File: config.mk
export PLATFORM = sky130hd
export DESIGN_NAME = uw_eeprom
export DESIGN_NICKNAME = d
export VERILOG_FILES = /design/src/rtl/uw_pkg.sv /design/src/rtl/uw_sync.sv /design/src/rtl/uw_prog_timer.sv /design/src/rtl/uw_array.sv /design/src/rtl/uw_eeprom.sv
export SDC_FILE = /design/constraint.sdc
export NUM_CORES = 2
export LEC_CHECK = 0
export ABC_AREA = 1
export CORE_UTILIZATION = 40
export CTS_BUF_LIST = sky130_fd_sc_hd__clkbuf_2 sky130_fd_sc_hd__clkbuf_4 sky130_fd_sc_hd__clkbuf_8
export DETAILED_ROUTE_END_ITERATION = 10
export RECOVER_POWER = 50
export SYNTH_ARGS = -nofsm -noshare
export SYNTH_HDL_FRONTEND = slang
export SYNTH_SLANG_ARGS = --single-unit
File: constraint.sdc
create_clock -name clk -period 3.5 [get_ports clk]
set_input_delay 0.7 -clock clk [delete_from_list [all_inputs] [get_ports clk]]
set_output_delay 0.7 -clock clk [all_outputs]
set_load 0.005 [all_outputs]
File: src/rtl/uw_pkg.sv
`timescale 1ns/1ps
package uw_pkg;
    typedef enum logic [2:0] {
        ST_IDLE,
        ST_HUNT,
        ST_OPC,
        ST_ADR,
        ST_DAT,
        ST_RD,
        ST_DONE
    } uw_state_t;

    localparam logic [1:0] OP_SPECIAL = 2'b00;
    localparam logic [1:0] OP_WRITE   = 2'b01;
    localparam logic [1:0] OP_READ    = 2'b10;
    localparam logic [1:0] OP_ERASE   = 2'b11;

    localparam logic [1:0] SP_DISABLE = 2'b00;
    localparam logic [1:0] SP_WRALL   = 2'b01;
    localparam logic [1:0] SP_ERALL   = 2'b10;
    localparam logic [1:0] SP_ENABLE  = 2'b11;
endpackage

File: src/rtl/uw_sync.sv
`timescale 1ns/1ps
module uw_sync (
    input  logic clk,
    input  logic rst_n,
    input  logic sel_i,
    input  logic sck_i,
    input  logic din_i,
    output logic sel_o,
    output logic sck_o,
    output logic din_o,
    output logic sck_rise_o
);
    logic [1:0] sel_q, sck_q, din_q;
    logic       sck_d;

    always_ff @(posedge clk or negedge rst_n) begin
        if (!rst_n) begin
            sel_q <= '0;
            sck_q <= '0;
            din_q <= '0;
            sck_d <= 1'b0;
        end else begin
            sel_q <= {sel_q[0], sel_i};
            sck_q <= {sck_q[0], sck_i};
            din_q <= {din_q[0], din_i};
            sck_d <= sck_q[1];
        end
    end

    assign sel_o      = sel_q[1];
    assign sck_o      = sck_q[1];
    assign din_o      = din_q[1];
    assign sck_rise_o = sck_q[1] & ~sck_d;
endmodule

File: src/rtl/uw_prog_timer.sv
`timescale 1ns/1ps
module uw_prog_timer #(
    parameter int CYCLES = 64
) (
    input  logic clk,
    input  logic rst_n,
    input  logic start,
    output logic busy
);
    localparam int CW = $clog2(CYCLES + 1);
    logic [CW-1:0] remain;

    always_ff @(posedge clk or negedge rst_n) begin
        if (!rst_n)
            remain <= '0;
        else if (start && remain == '0)
            remain <= CW'(CYCLES);
        else if (remain != '0)
            remain <= remain - CW'(1);
    end

    assign busy = (remain != '0);
endmodule

File: src/rtl/uw_array.sv
`timescale 1ns/1ps
module uw_array #(
    parameter int WORDS = 64,
    parameter int DW    = 16
) (
    input  logic                     clk,
    input  logic                     we,
    input  logic                     we_all,
    input  logic                     byte_mode,
    input  logic [$clog2(WORDS)-1:0] waddr,
    input  logic                     hi_lane,
    input  logic [DW-1:0]            wdata,
    input  logic [$clog2(WORDS)-1:0] raddr,
    output logic [DW-1:0]            rdata
);
    localparam int AW = $clog2(WORDS);
    localparam int HW = DW / 2;

    logic [WORDS-1:0][DW-1:0] flat;

    for (genvar i = 0; i < WORDS; i++) begin : g_word
        logic [DW-1:0] word_q;
        always_ff @(posedge clk) begin
            if (we && (we_all || waddr == AW'(i))) begin
                if (we_all || !byte_mode)
                    word_q <= wdata;
                else if (hi_lane)
                    word_q[DW-1:HW] <= wdata[HW-1:0];
                else
                    word_q[HW-1:0] <= wdata[HW-1:0];
            end
        end
        assign flat[i] = word_q;
    end

    assign rdata = flat[raddr];
endmodule

File: src/rtl/uw_eeprom.sv
`timescale 1ns/1ps
module uw_eeprom #(
    parameter int WORDS       = 64,
    parameter int DW          = 16,
    parameter int PROG_CYCLES = 64
) (
    input  logic clk,
    input  logic rst_n,
    input  logic bus_sel,
    input  logic bus_clk,
    input  logic bus_din,
    input  logic word_mode,
    output logic bus_dout,
    output logic bus_dout_en
);
    import uw_pkg::*;

    localparam int WAW  = $clog2(WORDS);
    localparam int BAW  = WAW + 1;
    localparam int BW   = DW / 2;
    localparam int CNTW = $clog2(DW + 1);

    logic            cs_s, sck_s, din_s, sck_rise;
    logic            busy, prog_start, prog_all, prog_erase;
    uw_state_t       state, state_n;
    logic [CNTW-1:0] cnt, adr_last, dat_last;
    logic [1:0]      opc, top2;
    logic [BAW-1:0]  ash, addr_full, wa_src, rd_addr, rd_next;
    logic [DW-1:0]   dsh, data_full, wdata, arr_wdata, rdata, rword, osh;
    logic [WAW-1:0]  waddr, raddr;
    logic            ewen, obit;

    uw_sync u_sync (
        .clk(clk), .rst_n(rst_n), .sel_i(bus_sel), .sck_i(bus_clk), .din_i(bus_din),
        .sel_o(cs_s), .sck_o(sck_s), .din_o(din_s), .sck_rise_o(sck_rise)
    );

    uw_prog_timer #(.CYCLES(PROG_CYCLES)) u_timer (
        .clk(clk), .rst_n(rst_n), .start(prog_start), .busy(busy)
    );

    // field decode
    assign adr_last  = word_mode ? CNTW'(WAW - 1) : CNTW'(BAW - 1);
    assign dat_last  = word_mode ? CNTW'(DW - 1)  : CNTW'(BW - 1);
    assign addr_full = {ash[BAW-2:0], din_s};
    assign top2      = word_mode ? addr_full[WAW-1:WAW-2] : addr_full[BAW-1:BAW-2];
    assign data_full = {dsh[DW-2:0], din_s};
    assign wdata     = word_mode ? data_full : {data_full[BW-1:0], data_full[BW-1:0]};
    assign arr_wdata = prog_erase ? '1 : wdata;
    assign wa_src    = (state == ST_ADR) ? addr_full : ash;
    assign waddr     = word_mode ? wa_src[WAW-1:0] : wa_src[BAW-1:1];
    assign raddr     = word_mode ? rd_addr[WAW-1:0] : rd_addr[BAW-1:1];
    assign rword     = word_mode ? rdata
                     : {(rd_addr[0] ? rdata[DW-1:BW] : rdata[BW-1:0]), {BW{1'b0}}};
    assign rd_next   = word_mode ? {1'b0, rd_addr[WAW-1:0] + WAW'(1)} : rd_addr + BAW'(1);

    uw_array #(.WORDS(WORDS), .DW(DW)) u_array (
        .clk(clk), .we(prog_start), .we_all(prog_all), .byte_mode(~word_mode),
        .waddr(waddr), .hi_lane(wa_src[0]), .wdata(arr_wdata),
        .raddr(raddr), .rdata(rdata)
    );

    // programming launch
    always_comb begin
        prog_start = 1'b0;
        prog_all   = 1'b0;
        prog_erase = 1'b0;
        if (cs_s && sck_rise && ewen) begin
            if (state == ST_ADR && cnt == adr_last) begin
                if (opc == OP_ERASE) begin
                    prog_start = 1'b1;
                    prog_erase = 1'b1;
                end else if (opc == OP_SPECIAL && top2 == SP_ERALL) begin
                    prog_start = 1'b1;
                    prog_erase = 1'b1;
                    prog_all   = 1'b1;
                end
            end else if (state == ST_DAT && cnt == dat_last) begin
                if (opc == OP_WRITE) begin
                    prog_start = 1'b1;
                end else if (opc == OP_SPECIAL) begin
                    prog_start = 1'b1;
                    prog_all   = 1'b1;
                end
            end
        end
    end

    // state register
    always_ff @(posedge clk or negedge rst_n) begin
        if (!rst_n) state <= ST_IDLE;
        else        state <= state_n;
    end

    // next state
    always_comb begin
        state_n = state;
        if (!cs_s) begin
            state_n = ST_IDLE;
        end else begin
            unique case (state)
                ST_IDLE: state_n = (busy || sck_s) ? ST_DONE : ST_HUNT;
                ST_HUNT: if (sck_rise && din_s) state_n = ST_OPC;
                ST_OPC:  if (sck_rise && cnt == CNTW'(1)) state_n = ST_ADR;
                ST_ADR: begin
                    if (sck_rise && cnt == adr_last) begin
                        if (opc == OP_READ)
                            state_n = ST_RD;
                        else if (opc == OP_WRITE || (opc == OP_SPECIAL && top2 == SP_WRALL))
                            state_n = ST_DAT;
                        else
                            state_n = ST_DONE;
                    end
                end
                ST_DAT:  if (sck_rise && cnt == dat_last) state_n = ST_DONE;
                ST_RD:   state_n = ST_RD;
                ST_DONE: state_n = ST_DONE;
            endcase
        end
    end

    // datapath registers
    always_ff @(posedge clk or negedge rst_n) begin
        if (!rst_n) begin
            cnt     <= '0;
            opc     <= '0;
            ash     <= '0;
            dsh     <= '0;
            ewen    <= 1'b0;
            rd_addr <= '0;
            osh     <= '0;
            obit    <= 1'b0;
        end else begin
            if (state_n != state)
                cnt <= '0;
            else if (sck_rise && state != ST_RD)
                cnt <= cnt + CNTW'(1);
            case (state)
                ST_IDLE: begin
                    opc <= '0;
                    ash <= '0;
                    dsh <= '0;
                end
                ST_OPC: if (sck_rise) opc <= {opc[0], din_s};
                ST_ADR: begin
                    if (sck_rise) begin
                        ash <= addr_full;
                        if (cnt == adr_last) begin
                            rd_addr <= word_mode ? {1'b0, addr_full[WAW-1:0]} : addr_full;
                            obit    <= 1'b0;
                            if (opc == OP_SPECIAL && top2 == SP_ENABLE)  ewen <= 1'b1;
                            if (opc == OP_SPECIAL && top2 == SP_DISABLE) ewen <= 1'b0;
                        end
                    end
                end
                ST_DAT: if (sck_rise) dsh <= data_full;
                ST_RD: begin
                    if (sck_rise) begin
                        if (cnt == '0) begin
                            obit    <= rword[DW-1];
                            osh     <= {rword[DW-2:0], 1'b0};
                            cnt     <= dat_last;
                            rd_addr <= rd_next;
                        end else begin
                            obit <= osh[DW-1];
                            osh  <= {osh[DW-2:0], 1'b0};
                            cnt  <= cnt - CNTW'(1);
                        end
                    end
                end
                default: ;
            endcase
        end
    end

    // outputs
    always_comb begin
        bus_dout_en = cs_s;
        bus_dout    = (state == ST_RD) ? obit : ~busy;
    end
endmodule

-- After elaboration in Yosys (flattened, before gate mapping)
Index checks and enable logic that the tools add are counted.
- add/subtract/negate cells: 5
- order comparisons: 1
- equal/unequal tests: 87
- muxes and demuxes: 67
- bitwise logic cells: 3
- reductions and logical operators: 294
- operators by type and width (operator ; number):
    2-bit AND reduction ; 132
    6-bit == test, second input constant ; 32
    16-bit binary-select mux with 6-bit select ; 1
    6-bit by 5-bit == test with 1-bit output, second input constant ; 16
    16-bit two-way mux ; 6
    1-bit logical AND ; 78
    7-bit two-way mux ; 10
    1-bit logical OR ; 67
    6-bit by 4-bit == test with 1-bit output, second input constant ; 8
    15-bit case mux with 2 select lines ; 1
    7-bit case mux with 2 select lines ; 2
    5-bit two-way mux ; 5
    6-bit by 3-bit == test with 1-bit output, second input constant ; 4
    8-bit two-way mux ; 3
    1-bit two-way mux ; 21
    3-bit case mux with 7 select lines ; 1
    3-bit two-way mux ; 6
    15-bit two-way mux ; 1
    2-bit nonzero test ; 7
    6-bit by 2-bit == test with 1-bit output, second input constant ; 2
    6-bit two-way mux ; 2
    2-bit two-way mux ; 5
    2-bit != test, second input constant ; 5
    3-bit == test, second input constant ; 3
    other kinds (30) ; 39
- register bits after elaboration: 1095
- bits of input ports: 6
- output and inout bits: 2
- logic and storage cells: 599

-- Longest topological paths before layout
- word-level depth: 13
- depth in mapped cells: 17
- mapped depth without buffers: 14

-- By module
A second synthesis with hierarchy kept.
- cells, all modules: 4287
- area, all modules: 46923.8 um^2
- modules (own cells, without submodules) (module ; times used ; cells each ; area each (um^2) ; sequential area each (um^2)):
    uw_array ; 1 ; 3746 ; 42792.3 ; 30749.5
    uw_eeprom ; 1 ; 482 ; 3555.9 ; 1401.3
    uw_prog_timer ; 1 ; 50 ; 390.4 ; 175.2
    uw_sync ; 1 ; 9 ; 185.2 ; 175.2

-- Least setup slack after synthesis
Ideal clock, no wire load.
- path type: in2reg
- start point: input word_mode
- end point: register u_array.g_word[0].word_q[13] (data pin)
- setup time: 542 ps
- arrival time: 3123 ps
- data required time: 2958 ps
- path slack: -165 ps
- stages: 5
- buffers on the path: 4
- cell sequence: buf_6 -> buf_2 -> buf_4 -> clkbuf_1 -> o211ai_1
- word-level cells in the longest chain between the ends: 10
- elaborated cells between the ends (all ways): 22
- classes of those cells: eq/ne: 3; mux: 15; reduce/logical: 4
- ends and longest elaborated chain (what ; line ; source):
    from (decl) ; uw_eeprom.sv:12 ; input logic word_mode,
    2-bit two-way mux ; uw_eeprom.sv:46 ; assign top2 = word_mode ? addr_full[WAW-1:WAW-2] : addr_full[BAW-1:BAW-2];
    2-bit == test ; uw_eeprom.sv:73 ; end else if (opc == OP_SPECIAL && top2 == SP_ERALL) begin
    1-bit logical AND ; uw_eeprom.sv:73 ;
    1-bit two-way mux ; uw_eeprom.sv:73 ;
    1-bit two-way mux ; uw_eeprom.sv:70 ; if (opc == OP_ERASE) begin
    1-bit two-way mux ; uw_eeprom.sv:69 ; if (state == ST_ADR && cnt == adr_last) begin
    1-bit two-way mux ; uw_eeprom.sv:68 ; if (cs_s && sck_rise && ewen) begin
    16-bit two-way mux ; uw_eeprom.sv:49 ; assign arr_wdata = prog_erase ? '1 : wdata;
    8-bit two-way mux ; uw_array.sv:27 ; else if (hi_lane)
    16-bit two-way mux * ; uw_array.sv:25 ; if (we_all || !byte_mode)
    to (signal assigned) ; uw_array.sv:26 ; word_q <= wdata;
    to (signal, indexed assignment) ; uw_array.sv:28 ; word_q[DW-1:HW] <= wdata[HW-1:0];
    to (signal, indexed assignment) ; uw_array.sv:30 ; word_q[HW-1:0] <= wdata[HW-1:0];
    to (decl) ; uw_array.sv:22 ; logic [DW-1:0] word_q;
Every way passes the cells marked *; elsewhere a longest branch is shown, timed or not. The select of a mux whose other input is x is not followed.
A chain may end at the register's enable or synchronous reset.

-- Worst setup path in the final report
- start point: register state[2]
- end point: register u_array.g_word[33].word_q[3] (enable)
- word-level cells in the longest chain between the ends: 8
- elaborated cells between the ends (all ways): 18
- classes of those cells: eq/ne: 4; mux: 8; reduce/logical: 6
- ends and longest elaborated chain (what ; line ; source):
    from (decl) ; uw_eeprom.sv:25 ; uw_state_t state, state_n;
    from (signal assigned) ; uw_eeprom.sv:92 ; else state <= state_n;
    3-bit == test ; uw_eeprom.sv:78 ; end else if (state == ST_DAT && cnt == dat_last) begin
    1-bit logical AND ; uw_eeprom.sv:78 ;
    1-bit two-way mux ; uw_eeprom.sv:78 ;
    1-bit two-way mux ; uw_eeprom.sv:69 ;
    1-bit two-way mux ; uw_eeprom.sv:68 ;
    1-bit logical OR (on tied branches) ; uw_array.sv:25, uw_array.sv:24 ;
    2-bit by 1-bit != test with 1-bit output (no line) / 1-bit logical AND (equally long branches) ; n/a ;
    2-bit AND reduction (no line) * ; n/a ;
    to (signal assigned) ; uw_array.sv:26 ;
    to (signal, indexed assignment) ; uw_array.sv:28 ;
    to (signal, indexed assignment) ; uw_array.sv:30 ;
    to (decl) ; uw_array.sv:22 ;
Every way passes the cells marked *; elsewhere a longest branch is shown, timed or not.

==> out/results.txt <==
Status -> finished with violations
Failing checks -> capacitance limit, slew limit
CP Class -> flip-flop to flip-flop
Worst path bufs/invs -> 4
Top layer in use -> met4
Headroom to the max-slew limit -> -25.23%
Most common cell in the netlist -> nand2_1
Post-synthesis cell type count -> 45
Via density -> 5.105
Final wirelength -> 134800 um
Max-capacitance violation count -> 1
# setup viols final -> 0
DR WL met3 -> 10850 um
Total GRT Usage -> 22.00%
Post-synth top cells -> 1324 x nand2_1, 1024 x edfxtp_1, 945 x nand3_1
Initial Util -> 40.56%
Port bufs -> 7
Post-route insts no fill -> 6774
CP startpoint kind -> flip-flop
Die Y -> 351.7 um
Place WS -> -33.67 ps
H-tree Lvls -> 4
Antenna viol nets, final -> 0
Critical path's top delay family -> simple AND/OR/NAND/NOR gates
# fillers -> 11260
P_leak -> 23.02 nW
Min Clock Period, post-route -> 3342 ps
Max stage delay cell, worst path -> nor2_1
Metal-1 WL -> 57840 um
Mapped Nets -> 4884
VDD IR max -> 0.3681 mV
Area Overhead vs Synth -> 13.59%
Final Skew -> 37.82 ps
Area of the multi-input gates -> 12320 um2
Yosys top cell area share -> 62.86%
IO Count -> 8
Tcrit/Tclk final -> 95.49%
Nets@finish -> 5033
CP endpoint kind -> flip-flop
Top post-synthesis cells by area -> edfxtp_1 63%, nand2_1 10%, nand3_1 9.7%, inv_1 5.7%, dfrtp_1 3.6%
Die Width -> 351.7 um
Hold Crit Class -> primary input to flip-flop
Total gr overflow -> 0
Critical path data required time -> 4000 ps
Mean Syn Cell Area -> 10.04 um2
Arr. time, crit path -> 3840 ps
Worst Tran Pin Value -> 1878 ps
Row cnt -> 127
Routability Congestion -> 0.9088
DRC errors left -> 0
Number of flops mapped to enable cells by yosys -> 1024
YS warnings -> 0
DP Cell Count -> 6451
Met2 WL post-DR -> 62790 um
CTS Sinks -> 1094
RSZ-0062 raised after global routing -> false
Root Driver -> clkbuf_8
CTS tree -> done
Yosys reg bits -> 1094
Fmax achieved -> 299.2 MHz
Asr flop ratio synth -> 6.399%
Initial DRC Count -> 3946
Vias -> 34580
Ys flop type -> edfxtp_1
Crit Path Max Fanout -> 11
Worst-skew pair later-pin latency -> 910 ps
Synthesized instance count -> 4872
Synth area leader -> edfxtp_1
Biggest cell delay along the critical path -> 740 ps
Final hold violations -> 0
Pwr Density -> 483.9 nW/um2
Synthesized cell area -> 48920 um2
Max-slew violations -> 71
Setup ws final -> 157.8 ps
Post-Layout Inst Area -> 55570 um2
Vias in the first global route -> 33150
Reg area -> 32500 um2
Setup TNS -> 0 ps
DR pass1 iterations -> 8
Core area -> 120600 um2
CTS Buf Count -> 179
Detail Placement HPWL -> 84360 um
Die area -> 123700 um2
Mean routed wirelength per cell -> 19.90 um
Clock transition at the registers of the reported paths -> 60 ps
Layout cells sized above 1 -> 11.38%
Tot Pwr -> 0.02689 W
Initial antenna violation count -> 2
Clock tree buffer depth -> 3
Sequential area share after synthesis -> 66.44%
Placed inst area -> 52070 um2
First-pass GRT wire length -> 203600 um
CP cell instances -> nor2_4, inv_4, nor2_2, inv_2, o21ai_1, inv_2, o21ai_2, nand2_1, buf_4, o21ai_1, nand2_1, nor2_1
Largest net degree at the start of global routing -> 84
==> power by group <==
part	leakage, nW	switching (W)	internal [W]
clock network	1.90	0.00516	0.00617
logic	10.8	0.00100	0.000370
registers	10.3	0.0000140	0.0142
==> layout make-up <==
type / instances / share of cell area (%)
inverter: 756 / 5.120
timing repair buffer: 242 / 4.125
clock inverter: 62 / 0.8241
sequential: 1094 / 58.49
antenna: 3 / 0.01351
multi-input combinational: 2748 / 22.18
tap: 1612 / 3.630
clock buffer: 257 / 5.622
==> timing repair <==
item | 4_1_cts | 5_1_grt
hold buffers | 1 | 0
endpoints found under the hold margin | 70 | 0
setup endpoints to repair | 1 | 178
pin swaps | 0 | 0
setup buffers | 0 | 0
resized for setup | 2 | 24
==> path summary, 6_finish.rpt <==
check / from / endpoint / slack [ps] / cells after the start
setup / recovery: state[2] / u_array.g_word[33].word_q[3] / 160 / 12
hold / removal: word_mode / rd_addr[6] / 310 / 4
setup reg to reg: state[2] / u_array.g_word[33].word_q[3] / 160 / 12
hold reg to reg: u_sync.sel_q[0] / u_sync.sel_q[1] / 350 / 0
max in group asynchronous: rst_n / dsh[3] / 1510 / 2
min in group asynchronous: rst_n / u_sync.sel_q[1] / 880 / 2
==> cells by family after synthesis <==
kind of cell / synth area share (%)
XOR/XNOR: 0.1790
flip-flops: 66.44
AO/OA/AOI/OAI: 2.857
buffers and inverters: 8.711
adder cells (fa/ha/maj): 0.1535
AND/OR/NAND/NOR: 21.66
==> per-layer routing <==
| layer | GRT usage (%) | up-vias |
|---|---|---|
| met5 | 0 | - |
| met4 | 7.196 | 0 |
| met3 | 4.451 | 195 |
| met2 | 34.71 | 1347 |
| met1 | 30.34 | 16640 |
| li1 | - | 16400 |
==> metrics by stage <==
step                hold slack, ps  util (%)
detailed placement           338.5     43.18
global route                 303.8     46.07
floorplan                    331.2         -
finish                       313.6     46.07
global placement             331.9     43.18
CTS                          164.6     46.16
==> flip-flops by register name, indices dropped and copies added, names as in the netlist <==
name and flops:
ewen 1, u_sync.din_q 2, u_sync.sel_q 2, osh 15, ash 7, opc 2
u_array.g_word.word_q 1024, u_timer.remain 7, dsh 15, cnt 5, rd_addr 7, obit 1
u_sync.sck_q 2, state 3, u_sync.sck_d 1
==> tightest hold or removal path, stage by stage <==
cell and delay [ps]:
buf_2 210, nor2_1 100, nand2_1 60, a31oi_1 70
==> layout by cell type (no fill, tap or decap), types with 28 or more instances in the layout <==
master / Yosys / final
buf_12: 0 / 39
buf_4: 29 / 174
clkbuf_4: 0 / 75
clkbuf_8: 0 / 191
clkinv_1: 1 / 37
dfrtp_1: 70 / 70
edfxtp_1: 1024 / 1024
inv_1: 742 / 743
nand2_1: 1324 / 1318
nand3_1: 945 / 946
nor2_1: 176 / 153
nor2_2: 6 / 28
o21ai_0: 76 / 74
o21ai_1: 102 / 100
No activity file was read; power rests on OpenSTA's default activity.
